==> config.mk <==
export PLATFORM = sky130hd
export DESIGN_NAME = oc_pin_action_unit
export DESIGN_NICKNAME = d
export VERILOG_FILES = /design/src/rtl/oc_pkg.sv /design/src/rtl/oc_match_unit.sv /design/src/rtl/oc_pin_ctrl.sv /design/src/rtl/oc_flag_bank.sv /design/src/rtl/oc_pin_action_unit.sv
export SDC_FILE = /design/constraint.sdc
export NUM_CORES = 1
export LEC_CHECK = 0
export BUFFER_PORTS_ARGS = -buffer_cell sky130_fd_sc_hd__buf_4
export CORE_AREA = 2 2 94 96
export DETAILED_ROUTE_END_ITERATION = 10
export DIE_AREA = 0 0 96 98
export GPL_ROUTABILITY_DRIVEN = 0
export PLACE_DENSITY = 0.83
export SYNTH_ARGS = -nofsm -noshare
export SYNTH_HDL_FRONTEND = slang
export SYNTH_SLANG_ARGS = --single-unit
==> constraint.sdc <==
create_clock -name clk_i -period 1.45 [get_ports clk_i]
set_input_delay 0.29 -clock clk_i [delete_from_list [all_inputs] [get_ports clk_i]]
set_output_delay 0.29 -clock clk_i [all_outputs]
set_load 0.05 [all_outputs]
==> src/rtl/oc_pkg.sv <==
`timescale 1ns/1ps
package oc_pkg;
  typedef enum logic [1:0] {
    ACT_OFF = 2'b00,
    ACT_TOG = 2'b01,
    ACT_LO  = 2'b10,
    ACT_HI  = 2'b11
  } oc_act_e;

  function automatic logic apply_act(oc_act_e act, logic cur);
    case (act)
      ACT_TOG: return ~cur;
      ACT_LO:  return 1'b0;
      ACT_HI:  return 1'b1;
      default: return cur;
    endcase
  endfunction
endpackage

==> src/rtl/oc_match_unit.sv <==
`timescale 1ns/1ps
module oc_match_unit #(
  parameter int NCH = 8,
  parameter int CW  = 16
) (
  input  logic [CW-1:0]     count_i,
  input  logic              tick_i,
  input  logic [NCH*CW-1:0] cmp_val_i,
  input  logic [NCH-1:0]    cmp_mode_i,
  input  logic [NCH-1:0]    force_i,
  output logic [NCH-1:0]    hit_o,
  output logic [NCH-1:0]    evt_o
);
  for (genvar g = 0; g < NCH; g++) begin : g_ch
    logic eq;
    assign eq       = (count_i == cmp_val_i[CW*g +: CW]);
    // match only on an increment strobe
    assign hit_o[g] = cmp_mode_i[g] & tick_i & eq;
    assign evt_o[g] = cmp_mode_i[g] & ((tick_i & eq) | force_i[g]);
  end
endmodule

==> src/rtl/oc_pin_ctrl.sv <==
`timescale 1ns/1ps
module oc_pin_ctrl
  import oc_pkg::*;
#(
  parameter int NCH = 8
) (
  input  logic             clk_i,
  input  logic             rst_ni,
  input  logic [NCH-1:0]   evt_i,
  input  logic [2*NCH-1:0] act_code_i,
  input  logic [NCH-1:0]   lead_mask_i,
  input  logic [NCH-1:0]   lead_data_i,
  input  logic             ovf_i,
  input  logic [NCH-1:0]   tog_ovf_i,
  output logic [NCH-1:0]   pin_o,
  output logic [NCH-1:0]   pin_oe_o
);
  localparam int LEAD = NCH - 1;

  logic lead_evt;
  assign lead_evt = evt_i[LEAD];

  for (genvar g = 0; g < NCH; g++) begin : g_pin
    oc_act_e act;
    logic    nxt;
    assign act = oc_act_e'(act_code_i[2*g +: 2]);

    // priority: lead mask > own action > overflow toggle
    always_comb begin
      nxt = pin_o[g];
      if (lead_evt && lead_mask_i[g])     nxt = lead_data_i[g];
      else if (evt_i[g] && act != ACT_OFF) nxt = apply_act(act, pin_o[g]);
      else if (ovf_i && tog_ovf_i[g])     nxt = ~pin_o[g];
    end

    always_ff @(posedge clk_i or negedge rst_ni) begin
      if (!rst_ni) pin_o[g] <= 1'b0;
      else         pin_o[g] <= nxt;
    end

    assign pin_oe_o[g] = (act != ACT_OFF) | lead_mask_i[g];
  end
endmodule

==> src/rtl/oc_flag_bank.sv <==
`timescale 1ns/1ps
module oc_flag_bank #(
  parameter int NCH = 8
) (
  input  logic           clk_i,
  input  logic           rst_ni,
  input  logic [NCH-1:0] hit_i,
  input  logic [NCH-1:0] clr_i,
  input  logic [NCH-1:0] en_i,
  output logic [NCH-1:0] flag_o,
  output logic           irq_o
);
  always_ff @(posedge clk_i or negedge rst_ni) begin
    if (!rst_ni) flag_o <= '0;
    else         flag_o <= hit_i | (flag_o & ~clr_i); // set wins
  end

  assign irq_o = |(flag_o & en_i);
endmodule

==> src/rtl/oc_pin_action_unit.sv <==
`timescale 1ns/1ps
module oc_pin_action_unit #(
  parameter int NCH = 8,
  parameter int CW  = 16
) (
  input  logic              clk_i,
  input  logic              rst_ni,
  input  logic [CW-1:0]     count_i,
  input  logic              tick_i,
  input  logic              ovf_i,
  input  logic [NCH*CW-1:0] cmp_val_i,
  input  logic [NCH-1:0]    cmp_mode_i,
  input  logic [2*NCH-1:0]  act_code_i,
  input  logic [NCH-1:0]    force_i,
  input  logic [NCH-1:0]    lead_mask_i,
  input  logic [NCH-1:0]    lead_data_i,
  input  logic [NCH-1:0]    tog_ovf_i,
  input  logic [NCH-1:0]    irq_en_i,
  input  logic [NCH-1:0]    flag_clr_i,
  output logic [NCH-1:0]    pin_o,
  output logic [NCH-1:0]    pin_oe_o,
  output logic [NCH-1:0]    flag_o,
  output logic              irq_o
);
  logic [NCH-1:0] hit, evt;

  oc_match_unit #(.NCH(NCH), .CW(CW)) match_i (
    .count_i(count_i), .tick_i(tick_i), .cmp_val_i(cmp_val_i),
    .cmp_mode_i(cmp_mode_i), .force_i(force_i),
    .hit_o(hit), .evt_o(evt)
  );

  oc_pin_ctrl #(.NCH(NCH)) pins_i (
    .clk_i(clk_i), .rst_ni(rst_ni), .evt_i(evt), .act_code_i(act_code_i),
    .lead_mask_i(lead_mask_i), .lead_data_i(lead_data_i),
    .ovf_i(ovf_i), .tog_ovf_i(tog_ovf_i),
    .pin_o(pin_o), .pin_oe_o(pin_oe_o)
  );

  oc_flag_bank #(.NCH(NCH)) flags_i (
    .clk_i(clk_i), .rst_ni(rst_ni), .hit_i(hit), .clr_i(flag_clr_i),
    .en_i(irq_en_i), .flag_o(flag_o), .irq_o(irq_o)
  );
endmodule

==> impl_metrics.csv, run 1 <==
group,metric,value,unit
run_status,outcome,"finished with violations",
run_status,failed_checks,"negative setup slack",
worst_setup_path,category_of_the_worst_setup_path_capture_point,"flop",
place,dpl_cell_area,0.00526,mm2
timing,drv_slew,0,
pwr,clock_power_share,0.136,
detailed_routing,avgViaCountPerCell,5.21,
cts,cts_tree,"done",
place,buffer_ports.inserted,244,
cts,ctsRootBufferMaster,"sky130_fd_sc_hd__clkbuf_8",
cells_and_area,n_antenna_cell,0,
detailed_routing,detail_route.iter0.violations,107,
worst_setup_path,cp_data_arrival_time,1.95,ns
floorplanning,fp.dieArea,0.00941,mm2
worst_setup_path,critical-path-slowest-cell,"sky130_fd_sc_hd__or3_4",
min_path,worstHoldStart,"flag_clr_i[2]",
cells_and_area,post-route-util,0.706,
synthesis,postSynth.asyncResetShare,1.00,
cts,clk_transition_reported_paths,0.07,ns
floorplanning,std_cell_rows,34,
worst_setup_path,crit_path_max_fanout,3,
worst_setup_path,crit_family,"simple AND/OR/NAND/NOR gates",
synthesis,synth_area_per_cell,7.98,um2
cells_and_area,layout.cells.most_common,"sky130_fd_sc_hd__buf_4",
floorplanning,top_level_pins,245,
timing,hold-worst-slack,0.197,ns
min_path,worst_hold_path.endpoint,"flags_i.flag_o[2]$_DFF_PN0_",
pwr,p_leak,0.00276,uW
synthesis,postSynthCellCount,365,
synthesis,synth.top_cell.area_share,0.235,
pwr,vdd_ir_drop_max,0.326,mV
timing,setup-tns-final,-2.62,ns
pwr,netSwitchingFraction,0.399,
timing,fmax,550,MHz
cells_and_area,syn2layout_area_growth,105,%
timing,final_period_minus_worst_setup_slack,1.82,ns
pwr,cellInternalPower,1780,uW
worst_setup_path,timing.critical_path.depth,8,
timing,unrepaired_setup_endpoints_after_global_routing,"yes",
detailed_routing,dr_wl_met2,7.83,mm
detailed_routing,drc_errors,0,
synthesis,ys_dominant_reg_cell,"sky130_fd_sc_hd__dfrtp_1",
worst_setup_path,timing.critical_path.buf_inv,2,
global_routing,grt_max_degree,17,
timing,postLayoutSetupSlackWorst,-0.368,ns
worst_setup_path,rr_startpoint,"pins_i.pin_o[4]$_DFFE_PN0P_",
cts,cts_inserted_buffers,3,
min_path,holdPathStages,2,
place,place.detailed.hpwl,11.3,mm
synthesis,ys_ff_latch,16,
floorplanning,chipHeight,98,um
synthesis,synth_top_cells_by_area,"sky130_fd_sc_hd__xor2_1 (23%), sky130_fd_sc_hd__xnor2_1 (16%), sky130_fd_sc_hd__dfrtp_1 (14%), sky130_fd_sc_hd__nand2_1 (4.1%), sky130_fd_sc_hd__nor4_1 (3.9%)",
timing,worst_margin_slew,0.327,ns
min_path,holdCritPathClass,"primary input to flop",
global_routing,grt_pass1_vias,4203,
cells_and_area,final_layout_size_suffix_gt1_frac,0.585,
pwr,sequential_share_of_power,0.192,
global_routing,wire_length_of_the_first_global_routing_pass,20.7,mm
worst_setup_path,timing.critical_path.from_type,"primary input",
pwr,p_sw,1180,uW
detailed_routing,route.met3.wl,962,um
cells_and_area,nets,893,
floorplanning,initial_core_util,0.344,
timing,maxSlewHeadroom,0.780,
detailed_routing,route.detailed.wl_per_inst,19.0,um
synthesis,yosysWarnings,0,
synthesis,synth_cell_type_count,48,
worst_setup_path,timing.reg2reg.worst_path_depth,5,
floorplanning,chipWidth,96,um
pwr,pwr_density_cell,495,mW/mm2
cells_and_area,most-common-layout-cells,"sky130_fd_sc_hd__buf_4 (278), sky130_fd_sc_hd__xor2_1 (70), sky130_fd_sc_hd__xnor2_1 (48)",
worst_setup_path,rrSetupSlack,0.04,ns
synthesis,synth-seq-area-share,0.137,
worst_setup_path,max_stage_delay,0.41,ns
global_routing,grt_antenna_before_repair,0,
detailed_routing,topRoutingLayerUsed,"met4",
timing,final-hold-violation-count,0,
global_routing,overflow,0,
detailed_routing,wl,14.8,mm
cts,cts.path.max_buffers,2,
worst_setup_path,critical_path.reg2reg.endpoint,"pins_i.pin_o[4]$_DFFE_PN0P_",
floorplanning,fp.coreArea,0.00847,mm2
detailed_routing,drt_pre_antenna_iters,4,
synthesis,mappedNetlistNets,589,
synthesis,post-synth-top-area-cell,"sky130_fd_sc_hd__xor2_1",
worst_setup_path,timing.critical_path.required,1.58,ns
detailed_routing,drtAntennaViolNets,0,
worst_setup_path,setup.worst_path.class,"primary input to flop",
pwr,share_comb_of_total_power,0.673,
synthesis,synth_enable_flop_cells,0,
global_routing,grt_util_all_layers,0.286,
cts,insertion_delay,0.25,ns
detailed_routing,route.layer.met1.wl,5.34,mm
timing,final_critical_path_share_of_the_clock_period,1.25,
detailed_routing,routed-via-count,4044,
timing,final.setup_skew,0,ns
synthesis,synth.cell_area,0.00291,mm2
cts,cts.sink_count,16,
cells_and_area,fillers,600,
cells_and_area,final_design_area_no_fill,0.00598,mm2
timing,final-setup-viol-count,11,
cts,h_tree_level_count,1,
job,drv.max_cap_violation_count,0,
worst_setup_path,crit_path_cell_trace,"buf_8 > buf_4 > xor2_1 > nor3_1 > nand3_1 > or3_4 > a221oi_2 > a2bb2oi_2",
==> registers in the layout, summed over array words and instances, names as in the netlist <==
| register | flops |
|---|---|
| pins_i.pin_o | 8 |
| flags_i.flag_o | 8 |
==> worst reg2reg max path, delay by kind of cell, from the launching register on <==
kind | cells | cell delay (ns)
flip-flops | 1 | 0.41
AO/OA/AOI/OAI | 4 | 0.60
AND/OR/NAND/NOR | 1 | 0.32
==> worst max-delay path by stage <==
stage	start	to	slack, ns
detailed placement	count_i[6]	flags_i.flag_o[3]$_DFF_PN0_	-0.76
global placement	count_i[11]	pins_i.pin_o[0]$_DFFE_PN0P_	-0.74
floorplan	count_i[12]	pins_i.pin_o[5]$_DFFE_PN0P_	-0.45
finish	count_i[0]	pins_i.pin_o[1]$_DFFE_PN0P_	-0.37
CTS	count_i[12]	pins_i.pin_o[5]$_DFFE_PN0P_	-0.35
global route	count_i[2]	pins_i.pin_o[1]$_DFFE_PN0P_	-0.41
==> layer usage <==
metal  GRT usage  up-vias
met1       0.310     1910
met4       0.127        0
met5           0        -
met2       0.537      205
met3      0.0340       47
li1            -     1882
==> power by group through the flow <==
stage	combinational (uW)	clock, uW	sequential (uW)
2_1_floorplan	738	0	753
3_3_place_gp	1690	0	568
3_5_place_dp	1740	0	573
4_1_cts	1870	414	566
5_1_grt	2100	445	577
6_report	1990	402	568
==> logic make-up (layout without fill, tap and decap cells) <==
group | Yosys count | after routing | synth area share
AO/OA/AOI/OAI | 51 | 51 | 0.130
XOR/XNOR | 130 | 130 | 0.391
adder cells (fa/ha/maj) | 4 | 4 | 0.0172
buffers and inverters | 32 | 335 | 0.0627
flip-flops | 16 | 16 | 0.137
multiplexers | 7 | 7 | 0.0253
AND/OR/NAND/NOR | 125 | 125 | 0.237
==> cells in the mapped netlist, types with 6 or more instances <==
cell type	n
sky130_fd_sc_hd__xor2_1	78
sky130_fd_sc_hd__xnor2_1	52
sky130_fd_sc_hd__nand2_1	32
sky130_fd_sc_hd__nor4_1	18
sky130_fd_sc_hd__dfrtp_1	16
sky130_fd_sc_hd__nand4_1	16
sky130_fd_sc_hd__inv_1	14
sky130_fd_sc_hd__nand3_1	11
sky130_fd_sc_hd__o21ai_0	9
sky130_fd_sc_hd__buf_2	8
sky130_fd_sc_hd__or3_1	8
sky130_fd_sc_hd__nor2_1	7
sky130_fd_sc_hd__a21oi_1	6
sky130_fd_sc_hd__buf_6	6
sky130_fd_sc_hd__o31ai_1	6
==> area by class of cell <==
type | count | area (um2) | area share
clock buffer | 4 | 55.1 | 0.00921
inverter | 14 | 52.6 | 0.00879
multi-input combinational | 317 | 2700 | 0.452
sequential | 16 | 410 | 0.0686
tap | 108 | 135 | 0.0226
timing repair buffer | 317 | 2620 | 0.439
==> metrics by stage <==
stage | setup WS (ns) | power [uW] | std cells
2_1_floorplan | -0.448 | 1490 | 365
3_3_place_gp | -0.736 | 2260 | 759
3_5_place_dp | -0.762 | 2310 | 759
4_1_cts | -0.346 | 2850 | 777
5_1_grt | -0.406 | 3120 | 776
6_report | -0.368 | 2960 | 776
==> what timing repair did <==
action | CTS | global route
hold endpoints to repair | 16 | 0
setup buffers | 14 | 4
resized for setup | 77 | 40
hold buffers | 1 | 0
pin swaps | 46 | 34
setup endpoints to repair | 13 | 13
No activity file was read; power rests on OpenSTA's default activity.
==> inputs of run 2 (changes only) <==
--- a/config.mk
+++ b/config.mk
@@ -7,6 +7,7 @@
 export LEC_CHECK = 0
 export BUFFER_PORTS_ARGS = -buffer_cell sky130_fd_sc_hd__buf_4
 export CORE_AREA = 2 2 94 96
+export CTS_BUF_LIST = sky130_fd_sc_hd__clkbuf_16
 export DETAILED_ROUTE_END_ITERATION = 10
 export DIE_AREA = 0 0 96 98
 export GPL_ROUTABILITY_DRIVEN = 0
==> run 2 against run 1 <==
  * The run still ends with negative setup slack left
  * Worst hold slack improved by 0.0062 ns
  * Utilization is 1.0 points higher
  * Clock power rose by 33%
  * Largest cell class unchanged
  * Clock skew unchanged
  * Flip-flop and latch count did not move
  * Critical path depth increased by 1
  * First-iteration DRC count rose by 12%
  * Sequential share of layout area is 0.098 points lower
  * Final cell count increased by 0.90%
==> impl_metrics.csv, run 2 (synthesis gave the netlist of run 1 again) <==
group,metric,value,unit
timing,final-hold-violation-count,0,
run_status,outcome,"finished with violations",
cells_and_area,fillers,586,
global_routing,grt_max_degree,17,
cells_and_area,layout.cells.most_common,"sky130_fd_sc_hd__buf_4",
cts,cts_tree,"done",
cts,ctsRootBufferMaster,"sky130_fd_sc_hd__clkbuf_16",
cells_and_area,final_layout_size_suffix_gt1_frac,0.594,
timing,fmax,535,MHz
cts,cts.path.max_buffers,2,
timing,postLayoutSetupSlackWorst,-0.419,ns
worst_setup_path,cp_data_arrival_time,2.02,ns
cts,insertion_delay,0.24,ns
cells_and_area,n_antenna_cell,0,
detailed_routing,avgViaCountPerCell,5.32,
floorplanning,top_level_pins,245,
global_routing,wire_length_of_the_first_global_routing_pass,20.9,mm
global_routing,grt_util_all_layers,0.287,
cells_and_area,nets,900,
worst_setup_path,max_stage_delay,0.37,ns
timing,unrepaired_setup_endpoints_after_global_routing,"yes",
detailed_routing,dr_wl_met2,8.05,mm
global_routing,grt_antenna_before_repair,0,
timing,hold-worst-slack,0.203,ns
detailed_routing,drtAntennaViolNets,0,
worst_setup_path,crit_path_cell_trace,"buf_6 > buf_12 > xor2_1 > nor4_1 > nand4_1 > o21ai_2 > buf_6 > mux2_4 > o31ai_2",
worst_setup_path,category_of_the_worst_setup_path_capture_point,"flop",
cts,cts.sink_count,16,
timing,final_period_minus_worst_setup_slack,1.87,ns
floorplanning,chipHeight,98,um
detailed_routing,topRoutingLayerUsed,"met4",
place,buffer_ports.inserted,244,
detailed_routing,drc_errors,0,
detailed_routing,detail_route.iter0.violations,120,
worst_setup_path,setup.worst_path.class,"primary input to flop",
place,place.detailed.hpwl,11.3,mm
global_routing,overflow,0,
detailed_routing,route.detailed.wl_per_inst,19.1,um
floorplanning,fp.coreArea,0.00847,mm2
global_routing,grt_pass1_vias,4289,
cells_and_area,syn2layout_area_growth,108,%
timing,final_critical_path_share_of_the_clock_period,1.29,
worst_setup_path,critical-path-slowest-cell,"sky130_fd_sc_hd__nor4_1",
cells_and_area,final_design_area_no_fill,0.00607,mm2
timing,final.setup_skew,0,ns
timing,final-setup-viol-count,11,
cts,clk_transition_reported_paths,0.05,ns
cts,cts_inserted_buffers,3,
timing,maxSlewHeadroom,0.754,
detailed_routing,route.met3.wl,946,um
cts,h_tree_level_count,1,
worst_setup_path,crit_path_max_fanout,5,
cells_and_area,most-common-layout-cells,"sky130_fd_sc_hd__buf_4 (283), sky130_fd_sc_hd__xor2_1 (67), sky130_fd_sc_hd__xnor2_1 (47)",
floorplanning,fp.dieArea,0.00941,mm2
worst_setup_path,cp_common_cell,"sky130_fd_sc_hd__buf_6",
timing,drv_slew,0,
pwr,p_leak,0.00281,uW
pwr,pwr_density_cell,513,mW/mm2
detailed_routing,route.layer.met1.wl,5.40,mm
detailed_routing,routed-via-count,4169,
worst_setup_path,crit_family,"simple AND/OR/NAND/NOR gates",
worst_setup_path,timing.critical_path.required,1.60,ns
detailed_routing,wl,15.0,mm
floorplanning,chipWidth,96,um
run_status,failed_checks,"negative setup slack",
floorplanning,std_cell_rows,34,
min_path,holdCritPathClass,"primary input to flop",
timing,worst_margin_slew,0.365,ns
job,drv.max_cap_violation_count,0,
detailed_routing,drt_pre_antenna_iters,4,
cells_and_area,reg.largest.list,"flags_i.flag_o x8, pins_i.pin_o x8",
place,dpl_cell_area,0.00526,mm2
worst_setup_path,timing.critical_path.from_type,"primary input",
floorplanning,initial_core_util,0.344,
pwr,vdd_ir_drop_max,0.317,mV
worst_setup_path,timing.critical_path.buf_inv,3,
[run 2: path summary, 6_finish.rpt]
path	endpoint	cells after the start	startpoint	slack [ns]
min in group asynchronous	pins_i.pin_o[5]$_DFFE_PN0P_	2	rst_ni	0.45
worst min register to register	flags_i.flag_o[3]$_DFF_PN0_	2	flags_i.flag_o[3]$_DFF_PN0_	0.56
max in group asynchronous	flags_i.flag_o[0]$_DFF_PN0_	2	rst_ni	0.79
worst max-delay path	pins_i.pin_o[7]$_DFFE_PN0P_	9	count_i[10]	-0.42
worst min-delay path	flags_i.flag_o[2]$_DFF_PN0_	2	flag_clr_i[2]	0.20
worst max register to register	pins_i.pin_o[4]$_DFFE_PN0P_	5	pins_i.pin_o[4]$_DFFE_PN0P_	0.05
[run 2: final cells by class]
class                      count  area [um2]  area share
multi-input combinational    317        2700       0.445
tap                          108         135      0.0223
sequential                    16         410      0.0676
inverter                      14        52.6     0.00866
clock buffer                   3        75.1      0.0124
timing repair buffer         324        2690       0.443
clock inverter                 1        3.75    0.000619
[run 2: routing by layer]
metal	up-vias	GRT usage
met5	-	0
met4	0	0.122
met3	52	0.0370
met2	235	0.544
met1	1988	0.308
li1	1894	-
[run 2: repair_timing]
| item | 4_1_cts | 5_1_grt |
|---|---|---|
| buffers inserted | 15 | 10 |
| endpoints found under the hold margin | 16 | 0 |
| hold buffers | 1 | 0 |
| gates resized for setup | 80 | 38 |
| pin swaps | 46 | 31 |
| endpoints found under the setup margin | 13 | 14 |
[run 2: worst register-to-register path: stages, from the launching register on]
cell and delay (ns):
sky130_fd_sc_hd__dfrtp_1 0.40, sky130_fd_sc_hd__or2_2 0.32, sky130_fd_sc_hd__a22o_1 0.20, sky130_fd_sc_hd__o221ai_1 0.21
sky130_fd_sc_hd__a211oi_2 0.05, sky130_fd_sc_hd__a31oi_1 0.14
[run 2: report_power, final]
part | switching [uW] | total [uW] | internal (uW)
Sequential | 67.9 | 569 | 501
Clock | 170 | 536 | 366
Combinational | 959 | 2010 | 1050
Total | 1200 | 3120 | 1920
[run 2: per-stage QoR]
step                power [uW]  utilization  setup WS [ns]  cells  setup TNS [ns]
floorplan                 1490            -         -0.448    365           -2.58
global route              3280        0.717         -0.462    783           -3.97
global placement          2260        0.621         -0.736    759           -6.85
finish                    3120        0.717         -0.419    783           -3.33
detailed placement        2310        0.621         -0.762    759           -7.90
CTS                       3000        0.689         -0.363    778           -2.71
